==> config.mk <==
export PLATFORM = sky130hd
export DESIGN_NAME = dngl_idx_master
export DESIGN_NICKNAME = d
export VERILOG_FILES = /design/src/rtl/dngl_pkg.sv /design/src/rtl/dngl_cmd_pack.sv /design/src/rtl/dngl_phase_timer.sv /design/src/rtl/dngl_seq.sv /design/src/rtl/dngl_idx_master.sv
export SDC_FILE = /design/constraint.sdc
export NUM_CORES = 1
export LEC_CHECK = 0
export BUFFER_PORTS_ARGS = -buffer_cell sky130_fd_sc_hd__buf_2
export CAP_MARGIN = 15
export CORE_MARGIN = 2
export CORE_UTILIZATION = 39
export CTS_BUF_LIST = sky130_fd_sc_hd__clkbuf_16
export DETAILED_ROUTE_END_ITERATION = 12
export PLACE_DENSITY_LB_ADDON = 0.3
export SKIP_CTS_REPAIR_TIMING = 1
export SLEW_MARGIN = 25
export SYNTH_ARGS = -nofsm -noshare
export SYNTH_HDL_FRONTEND = slang
export SYNTH_HIERARCHICAL = 1
export SYNTH_SLANG_ARGS = --single-unit
==> constraint.sdc <==
create_clock -name clk -period 4.3 [get_ports clk]
set_clock_uncertainty 0.1 [all_clocks]
set_input_delay 0.43 -clock clk [delete_from_list [all_inputs] [get_ports clk]]
set_output_delay 0.43 -clock clk [all_outputs]
set_load 0.01 [all_outputs]
==> src/rtl/dngl_pkg.sv <==
package dngl_pkg;
  localparam int BYTE_SLOTS  = 9;   // marker + 8 data bits
  localparam int WTAIL_SLOTS = 2;
  localparam int ACK_SLOTS   = 10;
  localparam int RDAT_SLOTS  = 8;
  localparam int DUMMY_SLOTS = 2;
  localparam int RTAIL_SLOTS = 4;   // 1 high + 3 low
  localparam int RST_SLOTS   = 30;
  localparam int CNT_W       = $clog2(RST_SLOTS);

  typedef logic [CNT_W-1:0] slot_cnt_t;

  typedef enum logic [3:0] {
    ST_IDLE, ST_OPEN, ST_CMD, ST_WDAT, ST_WTAIL,
    ST_ACK, ST_RDAT, ST_DUMMY, ST_RTAIL, ST_RST
  } seq_st_t;
endpackage

==> src/rtl/dngl_cmd_pack.sv <==
module dngl_cmd_pack (
  input  logic [7:0] addr,
  input  logic [6:0] idx,
  input  logic       wr,
  output logic [7:0] cmd
);
  assign cmd = addr | {idx, 1'b0} | {7'b0, wr};
endmodule

==> src/rtl/dngl_phase_timer.sv <==
module dngl_phase_timer #(
  parameter int DIV_W = 8
) (
  input  logic             clk,
  input  logic             rst_n,
  input  logic             run,
  input  logic             hi,
  input  logic [DIV_W-1:0] half_len,
  output logic             last
);
  logic [DIV_W-1:0] eff;
  logic [DIV_W:0]   span, cnt_q, cnt_d;

  always_comb begin
    eff  = (half_len == '0) ? DIV_W'(1) : half_len;
    span = hi ? {1'b0, eff} : {eff, 1'b0};
    last = run && (cnt_q >= span - 1'b1);
    cnt_d = (!run || last) ? '0 : cnt_q + 1'b1;
  end

  always_ff @(posedge clk or negedge rst_n) begin
    if (!rst_n) cnt_q <= '0;
    else        cnt_q <= cnt_d;
  end


  idle_clear_chk: assert property (@(posedge clk) disable iff (!rst_n)
    !run |=> cnt_q == '0);
endmodule

==> src/rtl/dngl_seq.sv <==
module dngl_seq
  import dngl_pkg::*;
(
  input  logic       clk,
  input  logic       rst_n,
  input  logic       go,
  input  logic       rst_req,
  input  logic       wr_in,
  input  logic [7:0] cmd_in,
  input  logic [7:0] wdat_in,
  input  logic       rxd,
  input  logic       last,
  output logic       sclk,
  output logic       txd,
  output logic       busy,
  output logic       done,
  output logic [7:0] rdata,
  output logic       ack_to
);
  localparam slot_cnt_t BYTE_LAST  = slot_cnt_t'(BYTE_SLOTS - 1);
  localparam slot_cnt_t WTAIL_LAST = slot_cnt_t'(WTAIL_SLOTS - 1);
  localparam slot_cnt_t ACK_LAST   = slot_cnt_t'(ACK_SLOTS - 1);
  localparam slot_cnt_t RDAT_LAST  = slot_cnt_t'(RDAT_SLOTS - 1);
  localparam slot_cnt_t DUMMY_LAST = slot_cnt_t'(DUMMY_SLOTS - 1);
  localparam slot_cnt_t RTAIL_LAST = slot_cnt_t'(RTAIL_SLOTS - 1);
  localparam slot_cnt_t RST_LAST   = slot_cnt_t'(RST_SLOTS - 1);

  seq_st_t   st_q, st_d;
  slot_cnt_t cnt_q, cnt_d;
  logic      ph_q, ph_d;
  logic      wr_q, wr_d;
  logic [7:0] cmd_q, cmd_d, wdat_q, wdat_d, rdat_q, rdat_d;
  logic      to_q, to_d, done_q, done_d;
  logic [2:0] bsel;

  // next-state
  always_comb begin
    st_d = st_q; cnt_d = cnt_q; ph_d = ph_q; wr_d = wr_q;
    cmd_d = cmd_q; wdat_d = wdat_q; rdat_d = rdat_q; to_d = to_q;
    done_d = 1'b0;
    if (st_q == ST_IDLE) begin
      ph_d  = 1'b0;
      cnt_d = '0;
      if (rst_req) begin
        st_d = ST_RST;
      end else if (go) begin
        st_d   = ST_OPEN;
        wr_d   = wr_in;
        cmd_d  = cmd_in;
        wdat_d = wdat_in;
        to_d   = 1'b0;
        if (!wr_in) rdat_d = '0;
      end
    end else begin
      if (last) ph_d = ~ph_q;
      if (last && !ph_q && st_q == ST_RDAT) rdat_d[cnt_q[2:0]] = rxd;
      if (last && ph_q) begin
        cnt_d = cnt_q + 1'b1;
        case (st_q)
          ST_OPEN: begin st_d = ST_CMD; cnt_d = '0; end
          ST_CMD: if (cnt_q == BYTE_LAST) begin
            st_d = wr_q ? ST_WDAT : ST_ACK; cnt_d = '0;
          end
          ST_WDAT: if (cnt_q == BYTE_LAST) begin
            st_d = ST_WTAIL; cnt_d = '0;
          end
          ST_WTAIL: if (cnt_q == WTAIL_LAST) begin
            st_d = ST_IDLE; done_d = 1'b1;
          end
          ST_ACK: begin
            if (!rxd) begin
              st_d = ST_RDAT; cnt_d = '0;
            end else if (cnt_q == ACK_LAST) begin
              st_d = ST_DUMMY; cnt_d = '0; to_d = 1'b1;
            end
          end
          ST_RDAT: if (cnt_q == RDAT_LAST) begin
            st_d = ST_RTAIL; cnt_d = '0;
          end
          ST_DUMMY: if (cnt_q == DUMMY_LAST) begin
            st_d = ST_RTAIL; cnt_d = '0;
          end
          ST_RTAIL: if (cnt_q == RTAIL_LAST) begin
            st_d = ST_IDLE; done_d = 1'b1;
          end
          ST_RST: if (cnt_q == RST_LAST) begin
            st_d = ST_IDLE; done_d = 1'b1;
          end
          default: st_d = ST_IDLE;
        endcase
      end
    end
  end

  // registers
  always_ff @(posedge clk or negedge rst_n) begin
    if (!rst_n) begin
      st_q <= ST_IDLE; cnt_q <= '0; ph_q <= 1'b0; wr_q <= 1'b0;
      cmd_q <= '0; wdat_q <= '0; rdat_q <= '0; to_q <= 1'b0; done_q <= 1'b0;
    end else begin
      st_q <= st_d; cnt_q <= cnt_d; ph_q <= ph_d; wr_q <= wr_d;
      cmd_q <= cmd_d; wdat_q <= wdat_d; rdat_q <= rdat_d; to_q <= to_d;
      done_q <= done_d;
    end
  end

  // TX value held for the whole slot
  always_comb begin
    bsel = cnt_q[2:0] - 3'd1;
    case (st_q)
      ST_CMD:   txd = (cnt_q == '0) ? 1'b1 : cmd_q[bsel];
      ST_WDAT:  txd = (cnt_q == '0) ? 1'b1 : wdat_q[bsel];
      ST_ACK:   txd = (cnt_q != '0);
      ST_RDAT:  txd = 1'b1;
      ST_DUMMY: txd = 1'b1;
      ST_RTAIL: txd = (cnt_q == '0);
      default:  txd = 1'b0;
    endcase
  end

  assign sclk   = ph_q;
  assign busy   = (st_q != ST_IDLE);
  assign done   = done_q;
  assign rdata  = rdat_q;
  assign ack_to = to_q;


  tx_low_only_chk: assert property (@(posedge clk) disable iff (!rst_n)
    (txd != $past(txd)) |-> !sclk);

  tx_stable_rise_chk: assert property (@(posedge clk) disable iff (!rst_n)
    $rose(sclk) |-> $stable(txd));

  done_after_busy_chk: assert property (@(posedge clk) disable iff (!rst_n)
    done |-> (!busy && $past(busy)));

  idle_quiet_chk: assert property (@(posedge clk) disable iff (!rst_n)
    !busy |-> (!sclk && !txd));

  timeout_zero_chk: assert property (@(posedge clk) disable iff (!rst_n)
    (ack_to && !busy) |-> (rdata == 8'h00));
endmodule

==> src/rtl/dngl_idx_master.sv <==
module dngl_idx_master #(
  parameter int DIV_W = 8
) (
  input  logic             clk,
  input  logic             rst_n,
  input  logic             start,
  input  logic             dngl_rst_req,
  input  logic             wr_en,
  input  logic [7:0]       reg_addr,
  input  logic [6:0]       reg_idx,
  input  logic [7:0]       wr_data,
  input  logic [DIV_W-1:0] half_len,
  input  logic             rxd,
  output logic             sclk,
  output logic             txd,
  output logic             busy,
  output logic             done,
  output logic [7:0]       rd_data,
  output logic             ack_timeout
);
  logic [7:0] cmd_byte;
  logic       ph_last;

  dngl_cmd_pack u_pack (
    .addr (reg_addr),
    .idx  (reg_idx),
    .wr   (wr_en),
    .cmd  (cmd_byte)
  );

  dngl_phase_timer #(.DIV_W(DIV_W)) u_timer (
    .clk      (clk),
    .rst_n    (rst_n),
    .run      (busy),
    .hi       (sclk),
    .half_len (half_len),
    .last     (ph_last)
  );

  dngl_seq u_seq (
    .clk     (clk),
    .rst_n   (rst_n),
    .go      (start),
    .rst_req (dngl_rst_req),
    .wr_in   (wr_en),
    .cmd_in  (cmd_byte),
    .wdat_in (wr_data),
    .rxd     (rxd),
    .last    (ph_last),
    .sclk    (sclk),
    .txd     (txd),
    .busy    (busy),
    .done    (done),
    .rdata   (rd_data),
    .ack_to  (ack_timeout)
  );
endmodule

==> run summary, run 1 <==
The flow ran to the end, and the final reports show no timing, DRC or antenna violations. The critical path is of the input port to flip-flop type. After detailed routing, the total wire length is 6.96 mm. met2 is the most crowded layer.

The logs give 474 for the number of placed instances, taps included and 0 for the total of max-cap violations. The number of nets in the synthesized netlist is 374, and the peak ir drop on the vdd network is 0.000180 V. The port buffer count was 49.

In the layout the commonest cells are sky130_fd_sc_hd__buf_2, sky130_fd_sc_hd__dfrtp_1, sky130_fd_sc_hd__nor2_1. The initial antenna violation count is 0. Setup repair after global routing could not meet its margin everywhere. The clock reaches the later pin of the worst-skew pair after 0.29 ns. The post-placement worst setup slack was -0.254 ns; the number of cell rows was 32. Derived from the worst setup path, the maximum achievable clock frequency is 0.237 GHz.

The worst path meets setup with 0.0868 ns of slack. In the routed layout, each cell is associated on average with a via count of 5.41. For the final hold violation count, the log shows 0. The clock passes through at most 2 buffers.

The number of global-route vias before repair was 2,572; the sequential-to-total area share from yosys stat was 37.0%. The first global-routing pass estimated 12.2 mm of wire. The register area is 1150 um2. The worst setup path is captured at a flip-flop. The mapped netlist covers 3110 um2.

Synthesis inferred 46 register bits. The count of nets left with antenna violations once routing finished came out at 0. In this run, CTS created clock tree buffers numbering 5. The floorplan step set the die width to 93.3 um. The detailed router finished its first iteration with 173 violations. The CTS sink count was 46. The leading cell type in the layout, fill and taps excluded is sky130_fd_sc_hd__buf_2. For this run, design rule violations remaining after detail routing come to 0. The proportion of register bits with asynchronous set or reset after synthesis was 100%; the gate count after technology mapping was 321. Of all nets on the critical path, the largest fanout is 4.

Global routing used 17.2% of the available tracks across all layers. The run gives 433 as the net count reported at finish. The logs give 0 for the final-report max-slew violation count and 2,614 for the number of vias after detailed routing. The worst setup path is launched from an input port. Dividing the detail-routed wire length by the instance count gives 14.4 um. Counting the fill cells in the layout gives 728. In this run the tightest slew margin relative to its limit is 43.6%. CTS built an H-tree with a depth of 2. The core outline area was 7730 um2. For this design the ratio of total power to cell area is 412 nW/um2. STA puts the critical path data arrival time at 4.30 ns. The run gives 50 as the total I/O pin count.

After clock tree synthesis, the clock-pin slew on the worst setup and hold paths is 0.07 ns. The synthesized design contains 0 enable-type register cells. The die covers 8710 um2. The logs give 47 for the largest net degree at the start of global routing and 0.00175 uW for the static power due to leakage. In this run the worst hold path is classified as input port to asynchronous set/reset pin.

Summing all multi-input logic gate instances after layout gives 1890 um2. Compared with the post-synthesis result, the final layout area differs by 20.8%. The worst path required time is 4.38 ns.

For this run the aggregate overflow at the end of global routing stands at 0. TritonCTS built the clock tree. The worst path needs 4.21 ns of the cycle, external delays included. Detailed placement ended at an HPWL of 5.04 mm. Met3 track utilization from global routing: 3.06%. The finished layout holds 483 standard cells, fillers aside. The clock tree root driver cell is sky130_fd_sc_hd__clkbuf_16.

For the pin with the worst max-slew slack, the measured transition is 0.846 ns. 0 antenna diodes ended up in the layout. Once the floorplan was initialized, standard cells occupied 40.3% of the core. For the global routing usage on met2, the log shows 27.2%.

Routability-driven placement finished with a final weighted congestion of 0.798. The iteration count of the initial detailed-routing pass was 4; the number of library cell types mapped by synthesis was 63. The die is 93.3 um tall.

Setup violations remaining at the end of the flow were counted as 0. For met1 alone, demand over resource in global routing was 24.4%. Yosys printed 6 warnings.

In the final layout, the share of cells above drive strength 1 is 30.4%. The ratio of final minimum period to clock period was 98.0%. The most used flip-flop cell after synthesis is sky130_fd_sc_hd__dfrtp_1. Dividing the synthesized area by the synthesized cell count gives 9.70 um2.
metal layers:
metal	share of wire [%]	vias to the layer above
li1	-	1303
met4	1.0	0
met1	49	1255
met2	46	50
met5	0	-
met3	4.1	6
per-stage QoR:
step / hold slack (ns) / area, um2 / power [uW] / TNS (ns) / utilization (%)
3_5_place_dp: 0.384 / 3590 / 1140 / -0.346 / 46.4
4_1_cts: 0.256 / 3740 / 1560 / 0 / 48.4
6_report: 0.0383 / 3760 / 1550 / 0 / 48.7
5_1_grt: 0.0877 / 3760 / 1670 / -0.0922 / 48.7
2_1_floorplan: 0.0344 / 3170 / 978 / -0.0498 / -
3_3_place_gp: 0.384 / 3590 / 1120 / -0.141 / 46.4
final cells by class:
| cell class | count | area share (%) |
|---|---|---|
| flip-flops and latches | 46 | 30.6 |
| repair buffers | 69 | 10.6 |
| well taps | 102 | 3.39 |
| clock inverters | 3 | 0.765 |
| inverters | 11 | 1.10 |
| clock buffers | 5 | 3.33 |
| multi-input cells | 247 | 50.2 |
critical path: stages:
cell                       delay (ns)
sky130_fd_sc_hd__buf_2           0.09
sky130_fd_sc_hd__or3_4           0.13
sky130_fd_sc_hd__nor2_4          0.04
sky130_fd_sc_hd__a21o_1          0.16
sky130_fd_sc_hd__mux2i_1         0.14
sky130_fd_sc_hd__ha_2            0.20
sky130_fd_sc_hd__nand3b_1        0.14
sky130_fd_sc_hd__or4_1           0.48
sky130_fd_sc_hd__and3_1          0.18
sky130_fd_sc_hd__ha_1            0.28
sky130_fd_sc_hd__nand4_1         0.10
sky130_fd_sc_hd__or3_4           0.40
sky130_fd_sc_hd__o21ai_2         0.14
sky130_fd_sc_hd__o21a_1          0.15
sky130_fd_sc_hd__a21oi_2         0.07
sky130_fd_sc_hd__or3_4           0.35
sky130_fd_sc_hd__or4b_4          0.50
sky130_fd_sc_hd__mux2_4          0.30
sequential cells by signal, indices dropped and copies added (netlist names):
name,count
u_timer/cnt_q,9
u_seq/cmd_q,8
u_seq/rdata,8
u_seq/wdat_q,8
u_seq/cnt_q,5
u_seq/st_q,4
u_seq/ack_to,1
u_seq/done,1
u_seq/sclk,1
u_seq/wr_q,1
logic make-up after synthesis:
group / count (synthesis) / synth area share [%]
AOI/OAI and AO/OA: 73 / 16.9
muxes: 30 / 12.2
and+or+nand+nor: 117 / 20.7
buffers and inverters: 28 / 3.74
xor gates and xnor gates: 11 / 3.09
adders and majority gates: 16 / 6.43
DFF: 46 / 37.0
cell usage after synthesis (all sizes together) (5+ instances only):
cell,n,share of area [%]
dfrtp,46,37
nor2,25,3.0
mux2,20,7.4
nand2,20,2.4
o21ai,20,3.2
ha,16,6.4
nor3,13,2.1
a21oi,12,2.0
clkbuf,12,1.4
a22o,11,3.1
inv,11,1.3
or2,9,1.8
xnor2,7,2.0
mux2i,6,1.9
nand3,6,0.96
nor2b,6,1.2
and3,5,1.0
buf,5,0.96
nand2b,5,1.0
nand3b,5,1.2
nor4,5,1.5
worst paths after layout:
kind                                 from         endpoint  slack [ns]  cells after the start
max                           half_len[4]    u_seq/st_q[3]        0.09                     18
min                                 rst_n   u_seq/cmd_q[4]        0.04                      1
max reg2reg                    u_seq/sclk    u_seq/st_q[3]        0.18                     14
min reg2reg                u_seq/rdata[3]   u_seq/rdata[3]        0.40                      1
max in group asynchronous           rst_n       u_seq/sclk        3.64                      1
min in group clk               wr_data[1]  u_seq/wdat_q[1]        0.27                      2
report_power, final:
group / switching [uW] / total [uW] / leakage (uW) / internal [uW]
logic: 313 / 589 / 0.00105 / 276
registers: 74.2 / 553 / 0.000622 / 479
clock network: 184 / 407 / 0.0000763 / 223
total: 571 / 1550 / 0.00175 / 978
Power figures use the tool's default switching activity.
==> inputs of run 2 (changes only) <==
ABC_AREA = 0   (was default)
clock period = 3.8 ns   (was 4.3 ns; I/O delays follow)
==> run 2 against run 1 <==
Against the previous run: the run now ends with hold timing, setup timing left; first-iteration DRC count grew 16%; via count grew 3.3%; sequential power grew 9.9%; core utilization grew 1.9 points.
==> run summary, run 2 (synthesis results as in run 1) <==
The run finished, with violations left. The highest metal layer with signal wires was met4. The end of the worst register-to-register path was u_seq/st_q[3].

Derived from the worst setup path, the maximum achievable clock frequency is 0.239 GHz. The transition time of the tightest slew-check pin was 0.936 ns (+0.0895 ns); the initial antenna violation count was 0 (unchanged). For the largest net degree at the start of global routing, the log shows 47 (unchanged). In this run the worst setup path begins at half_len[4]. Level count of the clock H-tree: 2 (unchanged). The critical path is of the input port to flip-flop type. For the final hold violation count, the log shows 6 (+6).

The flip-flop count of the largest register after layout was 9 (unchanged). The fill cell total of the finished layout was 731 (+0.41%); the largest driver fanout on the critical path was 4 (unchanged). For the final-layout setup total negative slack, the log shows -1.45 ns (-1.45 ns).

The final-report max-slew violation count is 0 (unchanged), and the routed wire length is 7.09 mm (+1.9%). The run gives 0 (unchanged) as the total of max-cap violations. More flip-flops sit in one register than any other, and that register is u_timer/cnt_q. Mean routed wirelength per cell: 14.3 um (-0.41%).

The run gives 3900 um2 (+3.8%) as the design area. The number of global-route vias before repair was 2,613 (+1.6%); the signal arrival time at the worst endpoint was 4.26 ns (-0.04 ns). The endpoint of the worst setup timing path is u_seq/st_q[3]. The port buffer count was 49 (unchanged); the number of buffers created by CTS was 5 (unchanged). The average via count per standard cell is 5.47 (+1.0%), and the number of failing setup endpoints in the final timing report is 11 (+11). The tools report the CTS sink count as 46 (unchanged). Cell depth of the worst flop-to-flop path: 14 (unchanged). The violation count after the first detailed-route iteration is 200 (+16%), and the reg-to-reg setup timing slack is -0.33 ns (-0.51 ns).

The run gives -0.382 ns (-0.469 ns) as the least setup slack across all paths after layout. TritonCTS built the clock tree. Chip height: 93.3 um (unchanged).

The total DRC errors in the routed layout came out at 0 (unchanged). The clock-pin slew on the worst setup and hold paths is 0.06 ns (about the same). The signal on the critical path passes through buf_6 -> or3_4 -> nor2_4 -> a21o_1 -> mux2i_1 -> ha_2 -> nand3b_1 -> nor3_2 -> mux2_4 -> ha_4 -> nand4_1 -> or3_4 -> o21ai_2 -> o21a_1 -> a21oi_2 -> or3_4 -> or4b_4 -> mux2_4. The static power due to leakage came out at 0.00183 uW (+4.5%). The iteration count of the initial detailed-routing pass is 4 (unchanged), and the ratio of total power to cell area is 467 nW/um2 (+13%). The layout overhead on the synthesized area works out to 25.4%. In this run the clock root is driven by a sky130_fd_sc_hd__clkbuf_16. The peak ir drop on the vdd network is 0.000212 V (+18%). Length of routed met2 wiring: 3.38 mm (+5.7%). Die outline width: 93.3 um (unchanged).

By instance count, the cell type seen most on the critical path is sky130_fd_sc_hd__or3_4. The run gives 494 (+2.3%) as the final non-filler cell total. The net count reported at finish was 444 (+2.5%). The leading cell type in the layout, fill and taps excluded is sky130_fd_sc_hd__buf_2. Setup repair after global routing could not meet its margin everywhere. The total inserted antenna cells was 0 (unchanged); the final weighted congestion of routability-driven global placement was 0.810 (+1.6%). The total I/O pin count was 50 (unchanged); the overall power consumption was 1820 uW (+18%). The final hold slack was -0.00778 ns (-0.0461 ns).

Among all stages on the critical path, the largest delay is contributed by sky130_fd_sc_hd__or4b_4. The tools report the number of placed instances, taps included as 481 (+1.5%). The worst path required time is 3.87 ns (-0.51 ns).

The global-route congestion overflow total came out at 0 (unchanged). The HPWL reported at the end of detailed placement was 5.16 mm (+2.4%); the post-route met1 wirelength was 3.32 mm (-2.4%). The count of nets left with antenna violations after detail routing is 0 (unchanged). The number of cell rows is 32 (unchanged). The logs give 3620 um2 (+0.84%) for the instance area at placement and 0.29 ns (about the same) for the insertion delay of the later-clocked pin in the worst-skew pair. For the met3 routed wirelength, the log shows 312 um (+9.9%). The shortest period the worst path allows was 4.18 ns; the core outline area was 7730 um2 (unchanged). The delay of the slowest critical-path stage is 0.50 ns (about the same), and the maximum number of buffers from clock root to sink is 2 (unchanged).

The critical path launch point type was an input port. The element type at the critical path end was a flip-flop. Class of the worst hold path: input port to asynchronous set/reset pin.

The overall routing resource usage was 17.1% (-0.12 points). The fraction of final layout cells with drive strength greater than 1 was 33.9% (+3.5 points). The final reports fail on hold timing, setup timing. The tools report the die area as 8710 um2 (unchanged). The first-pass GRT wire length is 12.1 mm (-0.80%). The tools report the relative slew slack as 37.1% (-6.5 points).

For the number of vias after detailed routing, the log shows 2,701 (+3.3%). The ratio of final minimum period to clock period is 110%. In this run the critical register-to-register path is launched from u_seq/sclk.

In the layout the commonest cells are sky130_fd_sc_hd__buf_2, sky130_fd_sc_hd__dfrtp_1, sky130_fd_sc_hd__buf_4. Post-placement worst setup slack: -0.747 ns (-0.492 ns). The tools report the initial core utilization as 40.3% (unchanged).
## run 2: power by group
part           internal [uW]  total, uW  switching, uW
clock network            308        493            185
registers                543        608           64.7
logic                    339        722            384
total                   1190       1820            633
## run 2: worst max-delay path: cells and delay by family
| family | cells | cell delay (ns) |
|---|---|---|
| AND/OR/NAND/NOR | 8 | 2.13 |
| multiplexers | 3 | 0.68 |
| AO/OA/AOI/OAI | 4 | 0.51 |
| adder cells (fa/ha/maj) | 2 | 0.46 |
| buffers and inverters | 1 | 0.09 |
## run 2: cell type report
class,count,area (um2),area share (%)
Multi-Input combinational cell,247,1920,49.3
Sequential cell,46,1150,29.5
Timing Repair Buffer,80,493,12.6
Tap cell,102,128,3.27
Clock buffer,5,125,3.21
Clock inverter,3,41.3,1.06
Inverter,11,41.3,1.06
## run 2: how the worst min path moves through the flow
stage                   start             end  slack (ns)
3_3_place_gp   u_seq/cmd_q[6]  u_seq/cmd_q[6]        0.38
3_5_place_dp   u_seq/rdata[1]  u_seq/rdata[1]        0.39
6_report                rst_n  u_seq/cmd_q[5]      -0.008
2_1_floorplan           rst_n    u_seq/ack_to       -0.02
4_1_cts                 rst_n  u_seq/cmd_q[5]        0.21
5_1_grt                 rst_n  u_seq/cmd_q[5]        0.04
## run 2: metrics by stage
stage / util [%] / hold WS (ns)
final: 50.5 / -0.00778
after detailed placement: 46.8 / 0.385
after CTS: 49.0 / 0.207
after global routing: 50.5 / 0.0370
after floorplan: - / -0.0156
after global placement: 46.8 / 0.384
## run 2: routing by layer
metal  vias to the layer above  track usage [%]
met5                         -                0
met4                         0             5.15
li1                       1332                -
met2                        64             28.2
met3                         6             2.82
met1                      1299             23.1
